### config.mk
export PLATFORM = sky130hd
export DESIGN_NAME = burst_addr_seq
export DESIGN_NICKNAME = d
export VERILOG_FILES = /design/src/rtl/burst_seq_pkg.sv /design/src/rtl/burst_beat_ctr.sv /design/src/rtl/burst_addr_reg.sv /design/src/rtl/burst_order_gen.sv /design/src/rtl/burst_addr_seq.sv
export SDC_FILE = /design/constraint.sdc
export NUM_CORES = 1
export LEC_CHECK = 0
export BUFFER_PORTS_ARGS = -buffer_cell sky130_fd_sc_hd__buf_2
export CAP_MARGIN = 20
export CORE_MARGIN = 10
export CORE_UTILIZATION = 47
export CTS_CLUSTER_DIAMETER = 30
export CTS_CLUSTER_SIZE = 12
export DETAILED_ROUTE_END_ITERATION = 8
export PLACE_DENSITY = 0.78
export SLEW_MARGIN = 15
export SYNTH_ARGS = -nofsm -noshare
export SYNTH_HDL_FRONTEND = slang
export SYNTH_SLANG_ARGS = --single-unit
### constraint.sdc
create_clock -name clk -period 2.15 [get_ports clk]
set_input_delay 0.1075 -clock clk [delete_from_list [all_inputs] [get_ports clk]]
set_output_delay 0.1075 -clock clk [all_outputs]
set_load 0.01 [all_outputs]
### src/rtl/burst_seq_pkg.sv
package burst_seq_pkg;

  typedef enum logic {
    ORD_LINEAR     = 1'b0,
    ORD_INTERLEAVE = 1'b1
  } burst_order_e;

  // Linear position: start plus beat, wrapped inside the block
  function automatic int unsigned lin_pos(input int unsigned start,
                                          input int unsigned beat,
                                          input int unsigned len);
    return (start + beat) % len;
  endfunction

  // Interleaved position: start with beat bits flipped in
  function automatic int unsigned ilv_pos(input int unsigned start,
                                          input int unsigned beat);
    return start ^ beat;
  endfunction

endpackage

### src/rtl/burst_beat_ctr.sv
module burst_beat_ctr #(
  parameter int BEAT_W = 2
) (
  input  logic              clk,
  input  logic              rst_n,
  input  logic              load_evt,
  input  logic              step_evt,
  output logic [BEAT_W-1:0] beat
);

  localparam logic [BEAT_W-1:0] LAST = {BEAT_W{1'b1}};

  always_ff @(posedge clk or negedge rst_n) begin
    if (!rst_n)        beat <= '0;
    else if (load_evt) beat <= '0;
    else if (step_evt) beat <= beat + 1'b1;
  end


  wrap_to_zero_chk: assert property (@(posedge clk) disable iff (!rst_n)
    (step_evt && !load_evt && beat == LAST) |=> (beat == '0));


  load_clears_chk: assert property (@(posedge clk) disable iff (!rst_n)
    load_evt |=> (beat == '0));

endmodule

### src/rtl/burst_addr_reg.sv
module burst_addr_reg
  import burst_seq_pkg::*;
#(
  parameter int UPPER_W = 15,
  parameter int BEAT_W  = 2
) (
  input  logic               clk,
  input  logic               rst_n,
  input  logic               load_evt,
  input  logic [UPPER_W-1:0] upper_in,
  input  logic [BEAT_W-1:0]  low_in,
  input  logic               mode_in,
  output logic [UPPER_W-1:0] upper_q,
  output logic [BEAT_W-1:0]  start_q,
  output burst_order_e       mode_q
);

  always_ff @(posedge clk or negedge rst_n) begin
    if (!rst_n) begin
      upper_q <= '0;
      start_q <= '0;
      mode_q  <= ORD_LINEAR;
    end else if (load_evt) begin
      upper_q <= upper_in;
      start_q <= low_in;
      mode_q  <= burst_order_e'(mode_in);
    end
  end


  mode_held_chk: assert property (@(posedge clk) disable iff (!rst_n)
    !load_evt |=> $stable(mode_q));


  upper_held_chk: assert property (@(posedge clk) disable iff (!rst_n)
    !load_evt |=> $stable(upper_q));

endmodule

### src/rtl/burst_order_gen.sv
module burst_order_gen
  import burst_seq_pkg::*;
#(
  parameter int BEAT_W = 2
) (
  input  logic [BEAT_W-1:0] start_low,
  input  logic [BEAT_W-1:0] beat,
  input  burst_order_e      mode,
  output logic [BEAT_W-1:0] low_out
);

  localparam int unsigned LEN = 1 << BEAT_W;

  logic [BEAT_W-1:0] lin_low;
  logic [BEAT_W-1:0] ilv_low;

  assign lin_low = BEAT_W'(lin_pos(int'(start_low), int'(beat), LEN));
  assign ilv_low = BEAT_W'(ilv_pos(int'(start_low), int'(beat)));

  always_comb begin
    case (mode)
      ORD_INTERLEAVE: low_out = ilv_low;
      default:        low_out = lin_low;
    endcase
  end

endmodule

### src/rtl/burst_addr_seq.sv
module burst_addr_seq
  import burst_seq_pkg::*;
#(
  parameter int ADDR_W    = 17,
  parameter int BURST_LEN = 4
) (
  input  logic                        clk,
  input  logic                        rst_n,
  input  logic                        clk_en,
  input  logic                        adv_ld,
  input  logic                        burst_mode,
  input  logic [ADDR_W-1:0]           ext_addr,
  output logic [ADDR_W-1:0]           acc_addr,
  output logic [$clog2(BURST_LEN)-1:0] beat_idx
);

  localparam int BEAT_W  = $clog2(BURST_LEN);
  localparam int UPPER_W = ADDR_W - BEAT_W;

  initial begin
    len_pow2_chk: assert ((1 << BEAT_W) == BURST_LEN && BEAT_W > 0 && UPPER_W > 0);
  end

  // Named internal events
  logic load_evt;
  logic step_evt;
  assign load_evt = clk_en & ~adv_ld;
  assign step_evt = clk_en &  adv_ld;

  logic [UPPER_W-1:0] upper_q;
  logic [BEAT_W-1:0]  start_q;
  burst_order_e       mode_q;
  logic [BEAT_W-1:0]  beat_q;
  logic [BEAT_W-1:0]  acc_low;

  burst_addr_reg #(.UPPER_W(UPPER_W), .BEAT_W(BEAT_W)) u_areg (
    .clk      (clk),
    .rst_n    (rst_n),
    .load_evt (load_evt),
    .upper_in (ext_addr[ADDR_W-1:BEAT_W]),
    .low_in   (ext_addr[BEAT_W-1:0]),
    .mode_in  (burst_mode),
    .upper_q  (upper_q),
    .start_q  (start_q),
    .mode_q   (mode_q)
  );

  burst_beat_ctr #(.BEAT_W(BEAT_W)) u_beat (
    .clk      (clk),
    .rst_n    (rst_n),
    .load_evt (load_evt),
    .step_evt (step_evt),
    .beat     (beat_q)
  );

  burst_order_gen #(.BEAT_W(BEAT_W)) u_order (
    .start_low (start_q),
    .beat      (beat_q),
    .mode      (mode_q),
    .low_out   (acc_low)
  );

  assign acc_addr = {upper_q, acc_low};
  assign beat_idx = beat_q;


  load_addr_chk: assert property (@(posedge clk) disable iff (!rst_n)
    load_evt |=> (acc_addr == $past(ext_addr) && beat_idx == '0));


  beat_step_chk: assert property (@(posedge clk) disable iff (!rst_n)
    step_evt |=> (beat_idx == BEAT_W'($past(beat_idx) + 1'b1)));


  linear_step_chk: assert property (@(posedge clk) disable iff (!rst_n)
    (step_evt && mode_q == ORD_LINEAR) |=> (acc_low == BEAT_W'($past(acc_low) + 1'b1)));


  ilv_step_chk: assert property (@(posedge clk) disable iff (!rst_n)
    (step_evt && mode_q == ORD_INTERLEAVE) |=>
      ((acc_low ^ $past(acc_low)) == (beat_idx ^ $past(beat_idx))));


  hold_chk: assert property (@(posedge clk) disable iff (!rst_n)
    !clk_en |=> ($stable(acc_addr) && $stable(beat_idx)));


  reset_val_chk: assert property (@(posedge clk)
    !rst_n |-> (acc_addr == '0 && beat_idx == '0));

endmodule

==> key figures, run 1 <==
Run status
  – Status: complete, no violations

Floorplanning
  – Chip Height: 62.8 um
  – Effective utilization at floorplan: 49.8%
  – Chip width: 62.8 um
  – Num ports: 41
  – Die area: 0.00394 mm2
  – Core ar.: between 0.0015 and 0.002 mm2
  – Cell row count: 15

Clock network
  – Total setup buffers inserted after CTS: 0
  – CTS Buf Count: 3
  – Clock buffer depth: 2
  – Root Driver: clkbuf_4
  – Max H-tree Level: 1
  – Clk pin slew, worst setup/hold paths: 0.11 ns
  – TritonCTS clock tree: yes
  – Worst-Skew Late Latency: between 0.2 and 0.3 ns
  – CTS Sinks: 20

Synth
  – Top post-synthesis cells by area: dfrtp_1, mux2_4, mux2_2
  – Distinct cells, synth: 15
  – Synthesized Nets: between 70 and 80
  – Ys async rst share: 100%
  – Yosys top cell area share: 58.2%
  – Average instance area after synthesis: between 15 and 20 um2
  – Number of synthesized flops with an enable pin: 0
  – Synth Warn #: 0
  – Commonest cells in the netlist: dfrtp_1, mux2_4, mux2_2, xnor2_1
  – Register area share after synthesis: 58.2%
  – Top-count cell post-synth: dfrtp_1
  – Yosys top cell by area: dfrtp_1
  – Top_reg_cell synth: dfrtp_1
  – FF+latch count, synth: 20
  – Post-synthesis cell area: 860 um2
  – Mapped Cells: 51

Critical path
  – Required time of the critical path: 2.04 ns
  – CP startpoint kind: register
  – Crit path capture type: output port
  – CP startpoint: u_beat.beat[0]$_DFFE_PN0P_
  – Crit path max fanout: 5
  – CP Class: reg2out
  – Worst R2R Start: u_beat.beat[0]$_DFFE_PN0P_
  – Worst path arrival time: 1.34 ns

Timing
  – Max Clk Rate: 0.689 GHz
  – # setup viols final: 0
  – Post-layout min period: 1.45 ns
  – Final count of hold timing violations: 0
  – Slew HR: 59.6%
  – Unrepaired setup endpoints after global routing: false
  – Post-Route Skew: roughly 0.000048 ns
  – Pins Over Slew Limit: 0
  – TNS Setup: 0 ns
  – Slew @ Worst Pin: 0.605 ns
  – Worst Hold Slack: roughly 0.019 ns
  – Period utilization: 67.5%

Pwr
  – Max IR drop VDD: 458 uV
  – Reg power frac: just over 50%
  – Design Power: 0.000900 W
  – Pint: 0.000659 W
  – Sw frac: 26.8%
  – Pwr dens: 814 mW/mm2
  – Switching power: ~0.00024 W
  – Clock power frac: 24.2%
  – Leakage power total: roughly 0.56 nW
  – Comb pwr share: 24.3%

GRT
  – Antenna violations before repair: 0
  – Total congestion overflow: 0
  – Largest net degree at the start of global routing: 21
  – Total track usage: under 10%
  – First-pass GRT wire length: 3080 um
  – Vias in the first global route: about 650

Drt
  – DR iter-0 viols: 5
  – Via count: around 560
  – Remaining antenna violation count after routing: 0
  – Total wire length: 1860 um
  – WL/cell: 15.6 um
  – DRC Markers: 0
  – Via-to-Cell Ratio: 4.73
  – Pre-antenna DRT Iters: 2

Finish
  – Diode count: 0
  – Post-Layout Cell Count: ~120
  – Layout cells sized above 1: 67.0%
  – Area grow syn2layout: 28.7%
  – Layout Nets: between 100 and 150

Hold path
  – Hold path startpoint: clk_en
  – Class of the worst hold path: in2reg

Run
  – Max cap viols: 0

Place
  – Cell total after placement: 114
  – GPL Wtd Cong: 0.680
  – Dpl hpwl: ~1500 um
  – Number of port buffers: 40
cell type report:
class / instances / area (um2)
clock buffer: 4 / 36.3
fill: 147 / 621
inverter: 1 / 3.75
multi-input combinational: 28 / 324
sequential: 20 / 500
tap: 25 / 31.3
timing repair buffer: 41 / 210
power by group through the flow:
stage / Sequential, W / Combinational (W) / Clock (W)
global route: 0.000471 / 0.000240 / 0.000240
CTS: 0.000464 / 0.000226 / 0.000223
global placement: 0.000468 / 0.000219 / 0
finish: 0.000463 / 0.000219 / 0.000218
detailed placement: 0.000471 / 0.000224 / 0
floorplan: 0.000489 / 0.000108 / 0
sequential cells by signal (all words and copies together) (netlist names):
signal          flops
u_areg.start_q      2
u_areg.upper_q     15
u_areg.mode_q       1
u_beat.beat         2
final timing paths:
check                                           endpoint  slack (ns)  cells after the start
hold / removal                u_beat.beat[0]$_DFFE_PN0P_        0.02                      2
min in group asynchronous  u_areg.upper_q[2]$_DFFE_PN0P_        0.27                      2
max in group asynchronous     u_beat.beat[1]$_DFFE_PN0P_        1.57                      2
setup reg to reg              u_beat.beat[1]$_DFFE_PN0P_        1.34                      2
setup / recovery                             acc_addr[1]        0.70                      4
hold reg to reg            u_areg.upper_q[4]$_DFFE_PN0P_        0.52                      1
layout by cell type, fill, tap and decap left out, drive strengths merged:
cell         Yosys  routed
mux2            18      18
dlygate4sd3      0       1
mux2i            1       1
dfrtp           20      20
buf              2      40
clkbuf           0       4
ha               1       1
o21ai            1       1
o2bb2ai          1       1
nand2b           1       1
nand2            1       1
inv              1       1
nor2b            2       2
xnor2            2       2
critical path: stages (launching register included):
cell,delay (ns)
dfrtp_1,0.45
ha_1,0.22
nor2b_1,0.13
xnor2_1,0.11
buf_2,0.14
per-stage QoR:
stage | cell area [um2] | setup slack [ns] | util, %
2_1_floorplan | 860 | 1.05 | -
3_3_place_gp | 1060 | 0.887 | 61.4
3_5_place_dp | 1060 | 0.853 | 61.4
4_1_cts | 1110 | 0.670 | 64.1
5_1_grt | 1110 | 0.605 | 64.1
6_report | 1110 | 0.698 | 64.1
cell families (layout without fill, tap and decap cells):
family                     count (synthesis)  after routing  share of synthesized area, %
AOI/OAI and AO/OA                          2              2                          1.60
xor gates and xnor gates                   2              2                          2.04
adders and majority gates                  1              1                          1.46
buffers and inverters                      3             46                          4.08
DFF                                       20             20                          58.2
muxes                                     19             19                          29.1
and+or+nand+nor                            4              4                          3.49
routing by layer:
layer	part of all wire, %	vias up	wire length, um	global-route usage, %
met5	0	-	0	0
met4	0.65	0	12	5.03
met3	8.3	2	154	4.66
met2	49	22	919	15.6
met1	42	279	773	10.5
li1	-	260	-	-
repair_timing:
item,4_1_cts,5_1_grt
hold buffers,1,0
resized for setup,0,0
hold endpoints to repair,20,0
Note: power is estimated with default switching activity, not from simulation.
==> inputs of run 2 (changes only) <==
Settings changed: CORE_UTILIZATION 47 to 40, PLACE_DENSITY 0.78 to 0.7.
Clock period 2.15 ns to 1.2 ns, I/O delays scaled along.
==> run 2 against run 1 <==
Net effect: the run now ends with negative setup slack left; final area grew 23%; hold slack gained 0.022 ns; utilization increased by 3.9 points; clock power rose by 71%; routed wire length up 7.7%; critical path type unchanged; highest routed layer is now met3.
==> key figures, run 2 (synthesis gave the netlist of run 1 again) <==
Finish
  – Commonest cells after routing, fill and taps aside: buf_2, dlygate4sd3_1, dfrtp_1
  – Most common cell after layout, fill and taps aside: buf_2
  – # fillers: 155 (+5.4%)
  – Layout Nets: 142 (+20%)
  – Biggest regs: u_areg.upper_q: 15 flops, u_areg.start_q: 2 flops, u_beat.beat: 2 flops
  – Diode count: 0 (unchanged)
  – Layout cells sized above 1: 60.2% (-6.9 points)
  – Area grow syn2layout: 58.2%
  – Number of flip-flops in the largest register: 15 (unchanged)
  – Biggest register: u_areg.upper_q

Timing
  – Period utilization: 110%
  – Slew @ Worst Pin: 0.438 ns (-0.167 ns)
  – Max Clk Rate: around 0.76 GHz
  – Post-Route Skew: 0.0000959 ns (+0.0000484 ns)
  – TNS Setup: -0.121 ns (-0.121 ns)
  – Post-layout min period: 1.32 ns
  – Final count of hold timing violations: 0 (unchanged)
  – Pins Over Slew Limit: 0 (unchanged)
  – Final Worst Setup Slack: -0.121 ns (-0.819 ns)
  – # setup viols final: 1 (+1)
  – Slew HR: 70.8% (+11 points)
  – Unrepaired setup endpoints after global routing: true

Pwr
  – Max IR drop VDD: 734 uV (+60%)
  – Sw frac: 25.8% (-0.99 points)
  – Leakage power total: 0.676 nW (+20%)
  – Design Power: 0.00170 W (+88%)
  – Clock power frac: 22.0% (-2.2 points)
  – Comb pwr share: 28.9% (+4.6 points)
  – Reg power frac: 49.1% (-2.4 points)
  – Pwr dens: 1250 mW/mm2 (+53%)
  – Switching power: 0.000438 W (+82%)
  – Pint: 0.00126 W (+91%)

Critical path
  – Crit path max fanout: 2 (-3)
  – Worst path arrival time: 1.26 ns (-0.08 ns)
  – R2r worst-path depth: 4 (+2)
  – FF-to-FF setup slack: 0.17 ns (-1.17 ns)
  – CP startpoint: u_areg.start_q[0]$_DFFE_PN0P_
  – Required time of the critical path: 1.14 ns (-0.90 ns)
  – CP startpoint kind: register
  – Critical R2R Capture: u_beat.beat[1]$_DFFE_PN0P_
  – Worst R2R Start: u_beat.beat[0]$_DFFE_PN0P_
  – CP Class: reg2out
  – Worst Setup EP: acc_addr[1]
  – Crit path capture type: output port

Place
  – GPL Wtd Cong: 0.645 (-5.2%)
  – Number of port buffers: 40 (unchanged)
  – Dpl hpwl: 1440 um (-1.7%)
  – DP Worst Slack: 0.109 ns (-0.744 ns)

Floorplanning
  – Chip Height: 66.4 um (+5.7%)
  – Chip width: 66.4 um (+5.7%)
  – Die area: 0.00440 mm2 (+12%)
  – Num ports: 41 (unchanged)
  – Core ar.: 0.00200 mm2 (+16%)
  – Effective utilization at floorplan: 42.9% (-6.8 points)
  – Cell row count: 16 (+1)

Clock network
  – Worst-Skew Late Latency: 0.29 ns (about the same)
  – Root Driver: clkbuf_4
  – Clock buffer depth: 2 (unchanged)
  – TritonCTS clock tree: yes
  – Max H-tree Level: 1 (unchanged)
  – Clk pin slew, worst setup/hold paths: 0.11 ns (about the same)
  – CTS Buf Count: 3 (unchanged)
  – CTS Sinks: 20 (unchanged)

Drt
  – Via-to-Cell Ratio: 4.45 (-6.0%)
  – DR iter-0 viols: 11 (+6)
  – DRC Markers: 0 (unchanged)
  – WL/cell: 13.8 um (-12%)
  – Via count: 645 (+15%)
  – Remaining antenna violation count after routing: 0 (unchanged)
  – Total wire length: 2000 um (+7.7%)
  – Pre-antenna DRT Iters: 2 (unchanged)

GRT
  – Total track usage: 9.88% (+0.099 points)
  – Vias in the first global route: 743 (+15%)
  – Largest net degree at the start of global routing: 21 (unchanged)
  – Antenna violations before repair: 0 (unchanged)
  – First-pass GRT wire length: 3460 um (+12%)
  – Total congestion overflow: 0 (unchanged)

Hold path
  – Class of the worst hold path: in2reg

Run
  – Max cap viols: 0 (unchanged)

Run status
  – Status: finished, violations left
  – Failing checks: negative setup slack
-- run 2: changes by cell type in the layout (fill, tap and decap cells not counted), sizes merged --
| cell | before | now |
|---|---|---|
| dlygate4sd3 | 1 | 20 |
| buf | 40 | 45 |
-- run 2: worst min-delay path by stage --
stage	from	to	slack [ns]	cells past startpoint
after global routing	clk_en	u_beat.beat[1]$_DFFE_PN0P_	0.05	3
after detailed placement	rst_n	u_areg.start_q[1]$_DFFE_PN0P_	0.03	1
final	clk_en	u_beat.beat[1]$_DFFE_PN0P_	0.04	3
after CTS	clk_en	u_beat.beat[1]$_DFFE_PN0P_	0.03	3
after floorplan	rst_n	u_areg.mode_q$_DFFE_PN0P_	-0.24	0
after global placement	rst_n	u_areg.start_q[1]$_DFFE_PN0P_	0.02	1
-- run 2: worst max-delay path, stage by stage (launching register included) --
cell and delay [ns]:
dfrtp_1 0.40, ha_2 0.18, nor2b_4 0.12, xnor2_1 0.12
buf_2 0.15
-- run 2: power groups by stage --
stage,sequential [W],clock [W],combinational (W)
2_1_floorplan,0.000877,0,0.000194
3_3_place_gp,0.000837,0,0.000400
3_5_place_dp,0.000839,0,0.000409
4_1_cts,0.000827,0.000396,0.000480
5_1_grt,0.000846,0.000429,0.000540
6_report,0.000833,0.000373,0.000491
-- run 2: metrics by stage --
step | instance area [um2] | utilization, % | hold WS [ns] | cells
after global placement | 1080 | 53.8 | 0.0211 | 118
after CTS | 1330 | 66.4 | 0.0265 | 143
final | 1360 | 67.9 | 0.0414 | 145
after floorplan | 860 | - | -0.236 | 51
after detailed placement | 1080 | 53.8 | 0.0313 | 118
after global routing | 1360 | 67.9 | 0.0525 | 145
-- run 2: timing repair --
item,4_1_cts,5_1_grt
gates resized for setup,2,3
hold buffers,20,0
setup endpoints to repair,2,2
pin swaps,1,2
endpoints found under the hold margin,39,0
setup buffers,1,2
-- run 2: layer usage --
layer,routed length (um),GRT usage [%],vias up
li1,-,-,310
met1,829,11.2,308
met2,947,15.4,27
met3,226,4.92,0
met4,0,3.93,0
met5,0,0,-
-- run 2: area by class of cell --
| cell class | instances | area (um2) | share of cell area (%) |
|---|---|---|---|
| repair buffers | 65 | 444 | 32.7 |
| well taps | 27 | 33.8 | 2.48 |
| multi-input cells | 28 | 342 | 25.1 |
| clock buffers | 4 | 36.3 | 2.67 |
| inverters | 1 | 3.75 | 0.276 |
| flip-flops and latches | 20 | 500 | 36.8 |
==> inputs of run 3 (changes only) <==
Settings changed: REMOVE_ABC_BUFFERS set to 1.
==> run 3 against run 2 <==
Net effect: the flow still finishes with violations (negative setup slack); hold slack got worse by 0.0050 ns; sequential power fell by 0.8%; combinational power fell by 5.1%.
==> key figures, run 3 (synthesis gave the netlist of run 1 again) <==
Finish
  – Layout Nets: 140 (-1.4%)
  – Diode count: 0 (unchanged)
  – Biggest register: u_areg.upper_q
  – Number of flip-flops in the largest register: 15 (unchanged)
  – Register Area: 500 um2 (unchanged)
  – # fillers: 151 (-2.6%)
  – Biggest regs: u_areg.upper_q: 15 flops, u_areg.start_q: 2 flops, u_beat.beat: 2 flops
  – Multi-input logic area: 324 um2 (-5.1%)
  – Util after Layout: 67.4% (-0.50 points)
  – Commonest cells after routing, fill and taps aside: buf_2, dlygate4sd3_1, dfrtp_1
  – Most common cell after layout, fill and taps aside: buf_2
  – Area grow syn2layout: 57.1%
  – Layout cells sized above 1: 56.9% (-3.3 points)

GRT
  – Largest net degree at the start of global routing: 21 (unchanged)
  – Total track usage: 10.4% (+0.55 points)
  – Vias in the first global route: 733 (-1.3%)
  – First-pass GRT wire length: 3610 um (+4.4%)
  – Antenna violations before repair: 0 (unchanged)
  – Total congestion overflow: 0 (unchanged)

Timing
  – Final Worst Setup Slack: -0.140 ns (-0.0195 ns)
  – Final count of hold timing violations: 0 (unchanged)
  – Slew HR: 71.1% (+0.31 points)
  – Pins Over Slew Limit: 0 (unchanged)
  – # setup viols final: 1 (unchanged)
  – Max Clk Rate: 0.746 GHz (-1.5%)
  – Slew @ Worst Pin: 0.433 ns (-0.00468 ns)
  – Unrepaired setup endpoints after global routing: true
  – Post-layout min period: 1.34 ns (+0.0195 ns)
  – Period utilization: 112% (+1.6 points)
  – Post-Route Skew: 0.000251 ns (+0.000155 ns)

Floorplanning
  – Chip width: 66.4 um (unchanged)
  – Die area: 0.00440 mm2 (unchanged)
  – Core ar.: 0.00200 mm2 (unchanged)
  – Effective utilization at floorplan: 42.9% (unchanged)
  – Cell row count: 16 (unchanged)
  – Num ports: 41 (unchanged)
  – Chip Height: 66.4 um (unchanged)

Clock network
  – Clk pin slew, worst setup/hold paths: 0.11 ns (about the same)
  – CTS Buf Count: 3 (unchanged)
  – Clock buffer depth: 2 (unchanged)
  – Max H-tree Level: 1 (unchanged)
  – Root Driver: clkbuf_4
  – Worst-Skew Late Latency: 0.30 ns (about the same)
  – CTS Sinks: 20 (unchanged)
  – Gates resized, CTS repair: 0 (-2)
  – TritonCTS clock tree: yes

Pwr
  – Pwr dens: 1360 mW/mm2 (+8.9%)
  – Leakage power total: 0.670 nW (-0.93%)
  – Max IR drop VDD: 1120 uV (+53%)
  – Pint: 0.00139 W (+10%)
  – Switching power: 0.000448 W (+2.3%)
  – Comb pwr share: 25.4% (-3.5 points)
  – Sw frac: 24.4% (-1.4 points)
  – Design Power: 0.00183 W (+8.1%)
  – Clock power frac: 29.6% (+7.6 points)
  – Reg power frac: 45.0% (-4.1 points)

Drt
  – Total wire length: 2180 um (+8.6%)
  – Pre-antenna DRT Iters: 3 (+1)
  – DR iter-0 viols: 16 (+5)
  – Remaining antenna violation count after routing: 0 (unchanged)
  – WL/cell: 15.2 um (+10%)
  – Via count: 636 (-1.4%)
  – DRC Markers: 0 (unchanged)
  – Via-to-Cell Ratio: 4.45 (about the same)

Critical path
  – CP max stage delay: 0.39 ns (about the same)
  – Worst path arrival time: 1.28 ns (+0.02 ns)
  – Crit path capture type: output port
  – Required time of the critical path: 1.14 ns (about the same)
  – CP Class: reg2out
  – CP startpoint kind: register
  – CP top delay family: flip-flops
  – Crit path max fanout: 2 (unchanged)
  – Crit path cell chain: ha_1 -> nor2b_1 -> xnor2_1 -> buf_2
  – Bufs and invs on worst path: 1 (unchanged)
  – Slowest CP cell: dfrtp_1

Place
  – GPL Wtd Cong: 0.731 (+13%)
  – Number of port buffers: 40 (unchanged)
  – Dpl hpwl: 1460 um (+1.2%)

Run
  – Max cap viols: 0 (unchanged)

Run status
  – Status: finished, violations left
  – Failing checks: negative setup slack

Hold path
  – Class of the worst hold path: in2reg
==> run 3: path summary, 6_finish.rpt <==
check                                              startpoint                              to  slack [ns]  cells past startpoint
max in group asynchronous                               rst_n  u_areg.upper_q[13]$_DFFE_PN0P_        0.68                      2
worst max-delay path               u_beat.beat[0]$_DFFE_PN0P_                     acc_addr[1]       -0.14                      4
min in group asynchronous                               rst_n   u_areg.upper_q[0]$_DFFE_PN0P_        0.22                      2
worst min-delay path                                   clk_en      u_beat.beat[1]$_DFFE_PN0P_        0.04                      3
worst min register to register  u_areg.upper_q[7]$_DFFE_PN0P_   u_areg.upper_q[7]$_DFFE_PN0P_        0.52                      1
worst max register to register     u_beat.beat[0]$_DFFE_PN0P_      u_beat.beat[1]$_DFFE_PN0P_        0.31                      3
==> run 3: worst register-to-register path, delay by kind of cell (launching register included) <==
kind / cells / cell delay (ns)
compound gates: 2 / 0.28
buf+inv: 1 / 0.15
flops: 1 / 0.39
==> run 3: cell type report <==
cell class / count / area share (%)
Sequential cell: 20 / 37.1
Timing Repair Buffer: 63 / 32.3
Multi-Input combinational cell: 28 / 24.0
Tap cell: 27 / 2.50
Clock inverter: 1 / 2.22
Clock buffer: 3 / 1.67
Inverter: 1 / 0.278
==> run 3: power groups by stage <==
stage	sequential (W)	clock (W)	combinational, W
2_1_floorplan	0.000877	0	0.000182
3_3_place_gp	0.000834	0	0.000408
3_5_place_dp	0.000841	0	0.000414
4_1_cts	0.000826	0.000565	0.000473
5_1_grt	0.000840	0.000596	0.000504
6_report	0.000826	0.000543	0.000466
==> run 3: metrics by stage <==
stage | worst slack, ns | hold slack (ns) | instances | area, um2 | setup TNS (ns)
after global placement | 0.156 | 0.0241 | 118 | 1090 | 0
after CTS | -0.156 | 0.0180 | 143 | 1350 | -0.166
after floorplan | 0.145 | -0.236 | 49 | 828 | 0
after detailed placement | 0.128 | 0.0309 | 118 | 1090 | 0
after global routing | -0.200 | 0.0198 | 143 | 1350 | -0.251
final | -0.140 | 0.0364 | 143 | 1350 | -0.140
==> run 3: what timing repair did <==
item / CTS / global route
setup buffers: 1 / 0
cloned: 0 / 0
hold buffers: 20 / 0
setup endpoints to repair: 2 / 2
hold endpoints to repair: 39 / 0
==> run 3: per-layer routing <==
metal,track usage [%],vias to the layer above,part of all wire (%),wire [um]
met1,10.5,308,36,793
met5,0,-,0,0
li1,-,306,-,-
met4,2.36,0,0.74,16
met3,4.92,2,7.3,158
met2,18.9,20,55,1210
